<file path="src/rtl/mdio_master.sv">
module mdio_master #(
  parameter int HALF_CLKS = 2,
  parameter int PRE_BITS  = 32
) (
  input  logic        clk,
  input  logic        rst_n,
  input  logic        req_valid,
  input  logic        req_write,
  input  logic [4:0]  req_phy,
  input  logic [4:0]  req_reg,
  input  logic [15:0] req_wdata,
  output logic        busy,
  output logic        done,
  output logic [15:0] rdata,
  output logic        mdc,
  output logic        mdo,
  output logic        mdo_en,
  input  logic        mdi
);

  localparam int CW = (HALF_CLKS > 1) ? $clog2(HALF_CLKS) : 1;
  localparam int BW = $clog2(PRE_BITS + 33);
  localparam logic [CW-1:0] CNT_END = CW'(HALF_CLKS - 1);
  localparam logic [BW-1:0] ST     = BW'(PRE_BITS);
  localparam logic [BW-1:0] OPB    = BW'(PRE_BITS + 2);
  localparam logic [BW-1:0] PA     = BW'(PRE_BITS + 4);
  localparam logic [BW-1:0] RA     = BW'(PRE_BITS + 9);
  localparam logic [BW-1:0] RA_M1  = BW'(PRE_BITS + 8);
  localparam logic [BW-1:0] TA     = BW'(PRE_BITS + 14);
  localparam logic [BW-1:0] TA_M1  = BW'(PRE_BITS + 13);
  localparam logic [BW-1:0] RD0    = BW'(PRE_BITS + 15);
  localparam logic [BW-1:0] RDL    = BW'(PRE_BITS + 31);
  localparam logic [BW-1:0] WD0    = BW'(PRE_BITS + 16);
  localparam logic [BW-1:0] WDL    = BW'(PRE_BITS + 32);
  localparam logic [BW-1:0] WDL_M1 = BW'(PRE_BITS + 31);

  logic          wr_q;
  logic [4:0]    phy_q, reg_q;
  logic [15:0]   wd_q, sh_q;
  logic [CW-1:0] cnt;
  logic [BW-1:0] bidx;
  logic          phase;
  logic          bo, be;

  wire half_end = (cnt == CNT_END);
  wire in_rd    = !wr_q && (bidx >= RD0) && (bidx < RDL);
  wire is_last  = wr_q ? (bidx == WDL) : (bidx == RDL);

  always_comb begin
    bo = 1'b0;
    be = 1'b0;
    if (bidx < ST) begin
      bo = 1'b1; be = 1'b1;
    end else if (bidx == ST) begin
      be = 1'b1;
    end else if (bidx == ST + 1'b1) begin
      bo = 1'b1; be = 1'b1;
    end else if (bidx == OPB) begin
      bo = !wr_q; be = 1'b1;
    end else if (bidx == OPB + 1'b1) begin
      bo = wr_q; be = 1'b1;
    end else if (bidx >= PA && bidx < RA) begin
      bo = phy_q[3'(RA_M1 - bidx)]; be = 1'b1;
    end else if (bidx >= RA && bidx < TA) begin
      bo = reg_q[3'(TA_M1 - bidx)]; be = 1'b1;
    end else if (wr_q && bidx >= WD0 && bidx < WDL) begin
      bo = wd_q[4'(WDL_M1 - bidx)]; be = 1'b1;
    end
  end

  assign mdc    = phase;
  assign mdo    = busy & be & bo;
  assign mdo_en = busy & be;

  always_ff @(posedge clk or negedge rst_n) begin
    if (!rst_n) begin
      busy  <= 1'b0;
      done  <= 1'b0;
      rdata <= '0;
      sh_q  <= '0;
      wr_q  <= 1'b0;
      phy_q <= '0;
      reg_q <= '0;
      wd_q  <= '0;
      cnt   <= '0;
      bidx  <= '0;
      phase <= 1'b0;
    end else begin
      done <= 1'b0;
      if (!busy) begin
        if (req_valid) begin
          busy  <= 1'b1;
          wr_q  <= req_write;
          phy_q <= req_phy;
          reg_q <= req_reg;
          wd_q  <= req_wdata;
          cnt   <= '0;
          bidx  <= '0;
          phase <= 1'b0;
        end
      end else if (!half_end) begin
        cnt <= cnt + 1'b1;
      end else begin
        cnt <= '0;
        if (!phase) begin
          phase <= 1'b1;
        end else begin
          phase <= 1'b0;
          if (in_rd) sh_q <= {sh_q[14:0], mdi};
          if (is_last) begin
            busy <= 1'b0;
            done <= 1'b1;
            if (!wr_q) rdata <= sh_q;
          end else begin
            bidx <= bidx + 1'b1;
          end
        end
      end
    end
  end


  idle_quiet_chk: assert property (@(posedge clk) disable iff (!rst_n)
    !busy |-> (!mdc && !mdo && !mdo_en));


  drive_gated_chk: assert property (@(posedge clk) disable iff (!rst_n)
    mdo |-> mdo_en);


  high_stable_chk: assert property (@(posedge clk) disable iff (!rst_n)
    (mdc && $past(mdc)) |-> ($stable(mdo) && $stable(mdo_en)));


  done_end_chk: assert property (@(posedge clk) disable iff (!rst_n)
    done |-> (!busy && $past(busy)));


  done_pulse_chk: assert property (@(posedge clk) disable iff (!rst_n)
    done |=> !done);


  req_hold_chk: assert property (@(posedge clk) disable iff (!rst_n)
    (busy && $past(busy)) |-> $stable({wr_q, phy_q, reg_q, wd_q}));

endmodule

</file>
<file path="config.mk">
export PLATFORM = sky130hd
export DESIGN_NAME = mdio_master
export DESIGN_NICKNAME = d
export VERILOG_FILES = /design/src/rtl/mdio_master.sv
export SDC_FILE = /design/constraint.sdc
export NUM_CORES = 1
export LEC_CHECK = 0
export ABC_CLOCK_PERIOD_IN_PS = 2250
export CAP_MARGIN = 5
export CELL_PAD_IN_SITES_DETAIL_PLACEMENT = 1
export CELL_PAD_IN_SITES_GLOBAL_PLACEMENT = 1
export CORE_MARGIN = 2
export CORE_UTILIZATION = 39
export DETAILED_ROUTE_END_ITERATION = 8
export PLACE_DENSITY_LB_ADDON = 0.1
export RECOVER_POWER = 25
export SYNTH_ARGS = -nofsm -noshare
export SYNTH_HDL_FRONTEND = slang
export SYNTH_SLANG_ARGS = --single-unit
export TNS_END_PERCENT = 10
</file>
<file path="constraint.sdc">
create_clock -name clk -period 2.25 [get_ports clk]
set_input_delay 0.3375 -clock clk [delete_from_list [all_inputs] [get_ports clk]]
set_output_delay 0.3375 -clock clk [all_outputs]
set_load 0.05 [all_outputs]
</file>
==> flow_summary.yaml, run 1 <==
outcome:
  status: "finished with violations"
  violations: "negative setup slack"
global_routing:
  grt_max_degree: 35
  grt_pass1_wl_mm: 12.3
  grt_pass1_vias: 2354
  grt.total_usage_pct: 18.0
  antenna_found_initial: 0
  overflow: 0
sta:
  slew_headroom_pct: 0.925
  min_period_ps: 2710
  rsz0062_at_grt: "true"
  fin_crit_sh_pct: 121
  tightestPinTransition_ps: 1490
  hold_viol: 0
  finalSetupViolCount: 12
  fin_skew_ps: 4.73
  fmax_mhz: 368
  slew_viol_final: 0
  fin_ws_ps: -464
logic_synthesis:
  synth.net_count: 289
  synthCells: 251
  synthDistinctLibCells: 48
  synth-main-ff-cell: "dfrtp_1"
  synthesis.area_um2: 3280
  async_reset_ff_share_pct: 100
  ys_ff_latch: 70
  synth_edf_count: 0
  ys_warn_count: 0
  synth_seq_area_share_pct: 53.4
  avgSynthCellArea_um2: 13.1
critical_path:
  required_ps: 1910
  worstSetupEndpointType: "output port"
  crit_fanout: 4
  crit_type: "reg2out"
  reg2reg_slack_ps: -20
  r2r_end: "rdata[1]"
  start_kind: "flip-flop"
  reg2reg_depth: 10
  cp.arrival_ps: 2380
  reg2reg_from: "bidx[1]"
drt:
  drt-vias-per-instance: 5.20
  drt-wirelength-per-cell_um: 17.2
  num_vias: 2312
  drt-total-wl_mm: 7.68
  initialDrtViolationCount: 53
  ant_nets: 0
  first_pass_iters: 4
  drc: 0
floorplanning:
  num_rows: 33
  io_pins: 52
  dieArea_um2: 9170
  die_w_um: 95.8
  design.core.area_um2: 8180
  die_h_um: 95.8
  initial_core_util_pct: 40.2
placement:
  gp_congestion: 0.871
  port_buffers: 51
  hpwl_mm: 5.58
  dpl_cell_area_um2: 4180
  preCtsSetupSlack_ps: -160
hold_path:
  hold_path_class: "in2async"
pwr:
  power_density_nw_per_um2: 1090
  leakage_nw: 1.98
  total_power_mw: 4.82
  vdd_drop_max_mv: 0.519
cts:
  clkTransAtPathRegs_ps: 80
  cts_num_sinks: 70
  numCtsBuffers: 9
  postCtsSetupBuffers: 0
  cts_tree: "done"
  clock_path_buffers: 2
  clock_latency_ps: 350
  cts_root_buffer: "clkbuf_8"
  htree_num_levels: 3
cells_and_area:
  diodes: 0
  area_growth_pct: 34.6
  final_layout_size_suffix_gt1_share_pct: 37.4
  final_nets: 373
  finish.instance_area_um2: 4420
flow_run:
  drv_cap: 0
worst max-delay path, stage by stage, from the launching register on:
cell	delay, ps
dfrtp_1	400
inv_2	110
ha_4	140
or2b_1	220
a2111o_1	400
o211ai_1	150
and3_4	250
o21ai_2	70
o2bb2ai_4	140
buf_12	150
power by group:
group	leakage, nW	switching, mW	internal, mW	total (mW)
Sequential	0.914	0.211	1.55	1.76
Combinational	0.965	0.937	1.05	1.98
Clock	0.103	0.525	0.548	1.07
Total	1.98	1.67	3.15	4.82
metrics by stage:
step           TNS, ps  instances  util (%)  hold slack (ps)
6_report          -877        445      54.1              334
4_1_cts           -997        445      53.8             16.1
2_1_floorplan     -155        251         -             41.9
3_5_place_dp     -1640        429      51.2              394
3_3_place_gp      -980        429      51.2              388
5_1_grt          -3130        445      54.1              453
cells in the mapped netlist, types with 3 or more instances:
| master | number | area [µm²] |
|---|---|---|
| nor2_1 | 8 | 30.0 |
| dfrtp_1 | 70 | 1750 |
| or3_1 | 5 | 31.3 |
| nand2_1 | 12 | 45.0 |
| a31oi_1 | 3 | 18.8 |
| mux2_2 | 51 | 574 |
| o21ai_0 | 8 | 40.0 |
| clkbuf_1 | 4 | 15.0 |
| a21oi_1 | 8 | 40.0 |
| mux2_1 | 10 | 113 |
| nand3_1 | 4 | 20.0 |
| buf_6 | 3 | 33.8 |
| ha_1 | 7 | 87.6 |
| inv_1 | 5 | 18.8 |
| mux2i_1 | 3 | 30.0 |
| buf_2 | 5 | 25.0 |
registers in the layout, indices dropped and copies added (netlist names), 5 cells and up:
| register | flops |
|---|---|
| bidx | 7 |
| phy_q | 5 |
| rdata | 16 |
| reg_q | 5 |
| sh_q | 16 |
| wd_q | 16 |
what timing repair did:
item	4_1_cts	5_1_grt
gates resized for setup	3	8
endpoints found under the setup margin	18	18
hold buffers	0	0
pin swaps	5	5
cloned	0	0
worst max path at each step:
stage	start	end	slack, ps	cells after the start
after floorplan	bidx[1]	mdo	-130	8
after CTS	bidx[1]	mdo	-530	9
final	bidx[1]	mdo	-460	9
after global placement	bidx[1]	mdo	-160	10
after global routing	bidx[1]	mdo	-540	9
after detailed placement	bidx[0]	mdo	-160	8
per-layer routing:
layer / global-route usage (%) / vias up / part of all wire, %
met5: 0 / - / 0
met4: 7.50 / 0 / 1.6
met3: 2.98 / 9 / 2.9
met2: 28.6 / 38 / 49
met1: 24.6 / 1186 / 47
li1: - / 1079 / -
cells in the final DEF (no fill, tap or decap), types with 2 or more instances in the layout:
cell type        Yosys  final
mux4_1               2      2
ha_1                 7      6
nand2_1             12     12
clkbuf_8             0     10
nor2_1               8      8
nand3_1              4      4
clkdlybuf4s50_1      0     48
or3_1                5      4
a31oi_1              3      3
buf_12               0      3
o211ai_1             2      2
mux4_2               2      2
mux2_2              51     51
nand4_1              2      2
inv_2                2      3
buf_4                2     32
a21oi_1              8      7
o21ai_0              8      8
clkbuf_1             4      3
dfrtp_1             70     69
a21oi_2              1      2
mux2i_1              3      3
nor3b_1              2      2
mux2_1              10     10
a21boi_2             1      2
clkinv_4             0      2
inv_1                5      4
cell type report:
class	instances	area (µm²)
clock buffers	10	138
clock inverters	6	68.8
fillers	835	3750
inverters	7	26.3
multi-input cells	160	1500
flip-flops and latches	70	1750
well taps	105	131
repair buffers	87	803
cell families (layout without fill, tap and decap cells):
| family | count (synthesis) | in the layout | synth area share, % |
|---|---|---|---|
| xor+xnor | 2 | 2 | 0.534 |
| flops | 70 | 70 | 53.4 |
| compound gates | 37 | 37 | 7.70 |
| mux | 68 | 68 | 24.8 |
| fa+ha+maj | 7 | 7 | 2.67 |
| simple gates | 46 | 46 | 7.43 |
| buf+inv | 21 | 110 | 3.51 |
Power figures use the tool's default switching activity.
==> run 2, diff against run 1 <==
--- a/config.mk
+++ b/config.mk
@@ -5,12 +5,12 @@
 export SDC_FILE = /design/constraint.sdc
 export NUM_CORES = 1
 export LEC_CHECK = 0
-export ABC_CLOCK_PERIOD_IN_PS = 2250
+export ABC_CLOCK_PERIOD_IN_PS = 3200
 export CAP_MARGIN = 5
 export CELL_PAD_IN_SITES_DETAIL_PLACEMENT = 1
 export CELL_PAD_IN_SITES_GLOBAL_PLACEMENT = 1
 export CORE_MARGIN = 2
-export CORE_UTILIZATION = 39
+export CORE_UTILIZATION = 47
 export DETAILED_ROUTE_END_ITERATION = 8
 export PLACE_DENSITY_LB_ADDON = 0.1
 export RECOVER_POWER = 25
==> constraint.sdc (replaced) <==
create_clock -name clk -period 3.2 [get_ports clk]
set_input_delay 0.48 -clock clk [delete_from_list [all_inputs] [get_ports clk]]
set_output_delay 0.48 -clock clk [all_outputs]
set_load 0.05 [all_outputs]
==> flow_summary.yaml, run 2 (synthesis gave the netlist of run 1 again) <==
outcome:
  status: "finished with violations"
  violations: "max-capacitance violations, max-slew violations"
cts:
  cts_root_buffer: "clkbuf_8"
  postCtsSetupBuffers: 0
  clkTransAtPathRegs_ps: 80
  numCtsBuffers: 9
  clock_latency_ps: 340
  clock_path_buffers: 2
  htree_num_levels: 3
  cts_num_sinks: 70
  cts_tree: "done"
floorplanning:
  dieArea_um2: 7670
  initial_core_util_pct: 48.3
  die_w_um: 87.6
  die_h_um: 87.6
  num_rows: 30
  io_pins: 52
  design.core.area_um2: 6790
critical_path:
  cp.arrival_ps: 2580
  worstSetupEndpointType: "output port"
  start_kind: "flip-flop"
  crit_fanout: 7
  crit_type: "reg2out"
  required_ps: 2720
drt:
  drc: 0
  initialDrtViolationCount: 101
  drt-wirelength-per-cell_um: 17.7
  first_pass_iters: 4
  drt-vias-per-instance: 5.46
  ant_nets: 0
  drt-total-wl_mm: 7.19
  num_vias: 2221
pwr:
  vdd_drop_max_mv: 0.382
  leakage_nw: 1.82
  total_power_mw: 3.13
  power_density_nw_per_um2: 762
global_routing:
  grt_pass1_wl_mm: 11.6
  grt_pass1_vias: 2273
  grt.total_usage_pct: 20.4
  antenna_found_initial: 0
  overflow: 0
  grt_max_degree: 38
sta:
  tightestPinTransition_ps: 2010
  rsz0062_at_grt: "false"
  fin_skew_ps: 5.66
  slew_headroom_pct: -34.1
  slew_viol_final: 38
  tns_ps: 0
  fin_crit_sh_pct: 95.8
  min_period_ps: 3060
  hold_viol: 0
  fmax_mhz: 326
  finalSetupViolCount: 0
placement:
  dpl_cell_area_um2: 3880
  hpwl_mm: 5.07
  dp_cells: 391
  gp_congestion: 0.814
  port_buffers: 51
cells_and_area:
  final_layout_size_suffix_gt1_share_pct: 28.0
  diodes: 0
  reg_top3: "rdata x16, sh_q x16, wd_q x16"
  final_util_pct: 60.4
  area_growth_pct: 25.0
  final_common_cell: "dfrtp_1"
  final_nets: 344
  finish.instance_area_um2: 4100
  final_cell_mix: "dfrtp_1, mux2_2, clkdlybuf4s50_1"
  final_cells: 407
flow_run:
  drv_cap: 1
hold_path:
  hold_path_class: "reg2reg"
## run 2: power breakdown
group          switching [mW]  total [mW]  internal, mW
combinational           0.510        1.03         0.521
sequential              0.213        1.30          1.09
clock                   0.347       0.791         0.445
total                    1.07        3.13          2.06
## run 2: layout make-up
cell class              instances  area [µm²]
inverters                       7        28.8
well taps                      96         120
repair buffers                 58         561
fillers                       688        2690
clock buffers                  10         128
multi-input cells             160        1420
clock inverters                 6        93.8
flip-flops and latches         70        1750
## run 2: layer usage
metal,wire (µm),global-route usage (%),vias up
met4,80,7.41,0
met5,0,0,-
met1,3250,26.3,1143
met3,195,4.05,8
li1,-,-,1025
met2,3670,34.3,45
## run 2: final timing paths
| check | depth (start not counted) | slack, ps | to | startpoint |
|---|---|---|---|---|
| max in group asynchronous | 2 | 950 | wd_q[3] | rst_n |
| hold reg to reg | 1 | 490 | rdata[4] | rdata[4] |
| setup / recovery | 9 | 140 | mdo | bidx[1] |
| min in group asynchronous | 1 | 710 | sh_q[14] | rst_n |
| hold / removal | 1 | 490 | rdata[4] | rdata[4] |
| setup reg to reg | 8 | 660 | rdata[1] | bidx[1] |
## run 2: stage by stage
stage               setup WS, ps  hold WS [ps]
finish                       135           487
global route               0.388           506
CTS                         63.9           258
detailed placement           349           475
global placement             439           468
floorplan                    232           184
## run 2: critical path, cell delays in order, from the launching register on
cell and delay (ps):
dfrtp_1 480, inv_4 150, ha_1 190, or2b_1 230, a2111o_1 390, o211ai_1 120
and3_1 220, o21ai_1 70, o2bb2ai_1 230, buf_12 170
## run 2: timing repair
action                                  CTS  global route
gates resized for setup                   1             4
endpoints found under the setup margin    1             1
hold buffers                              0             0
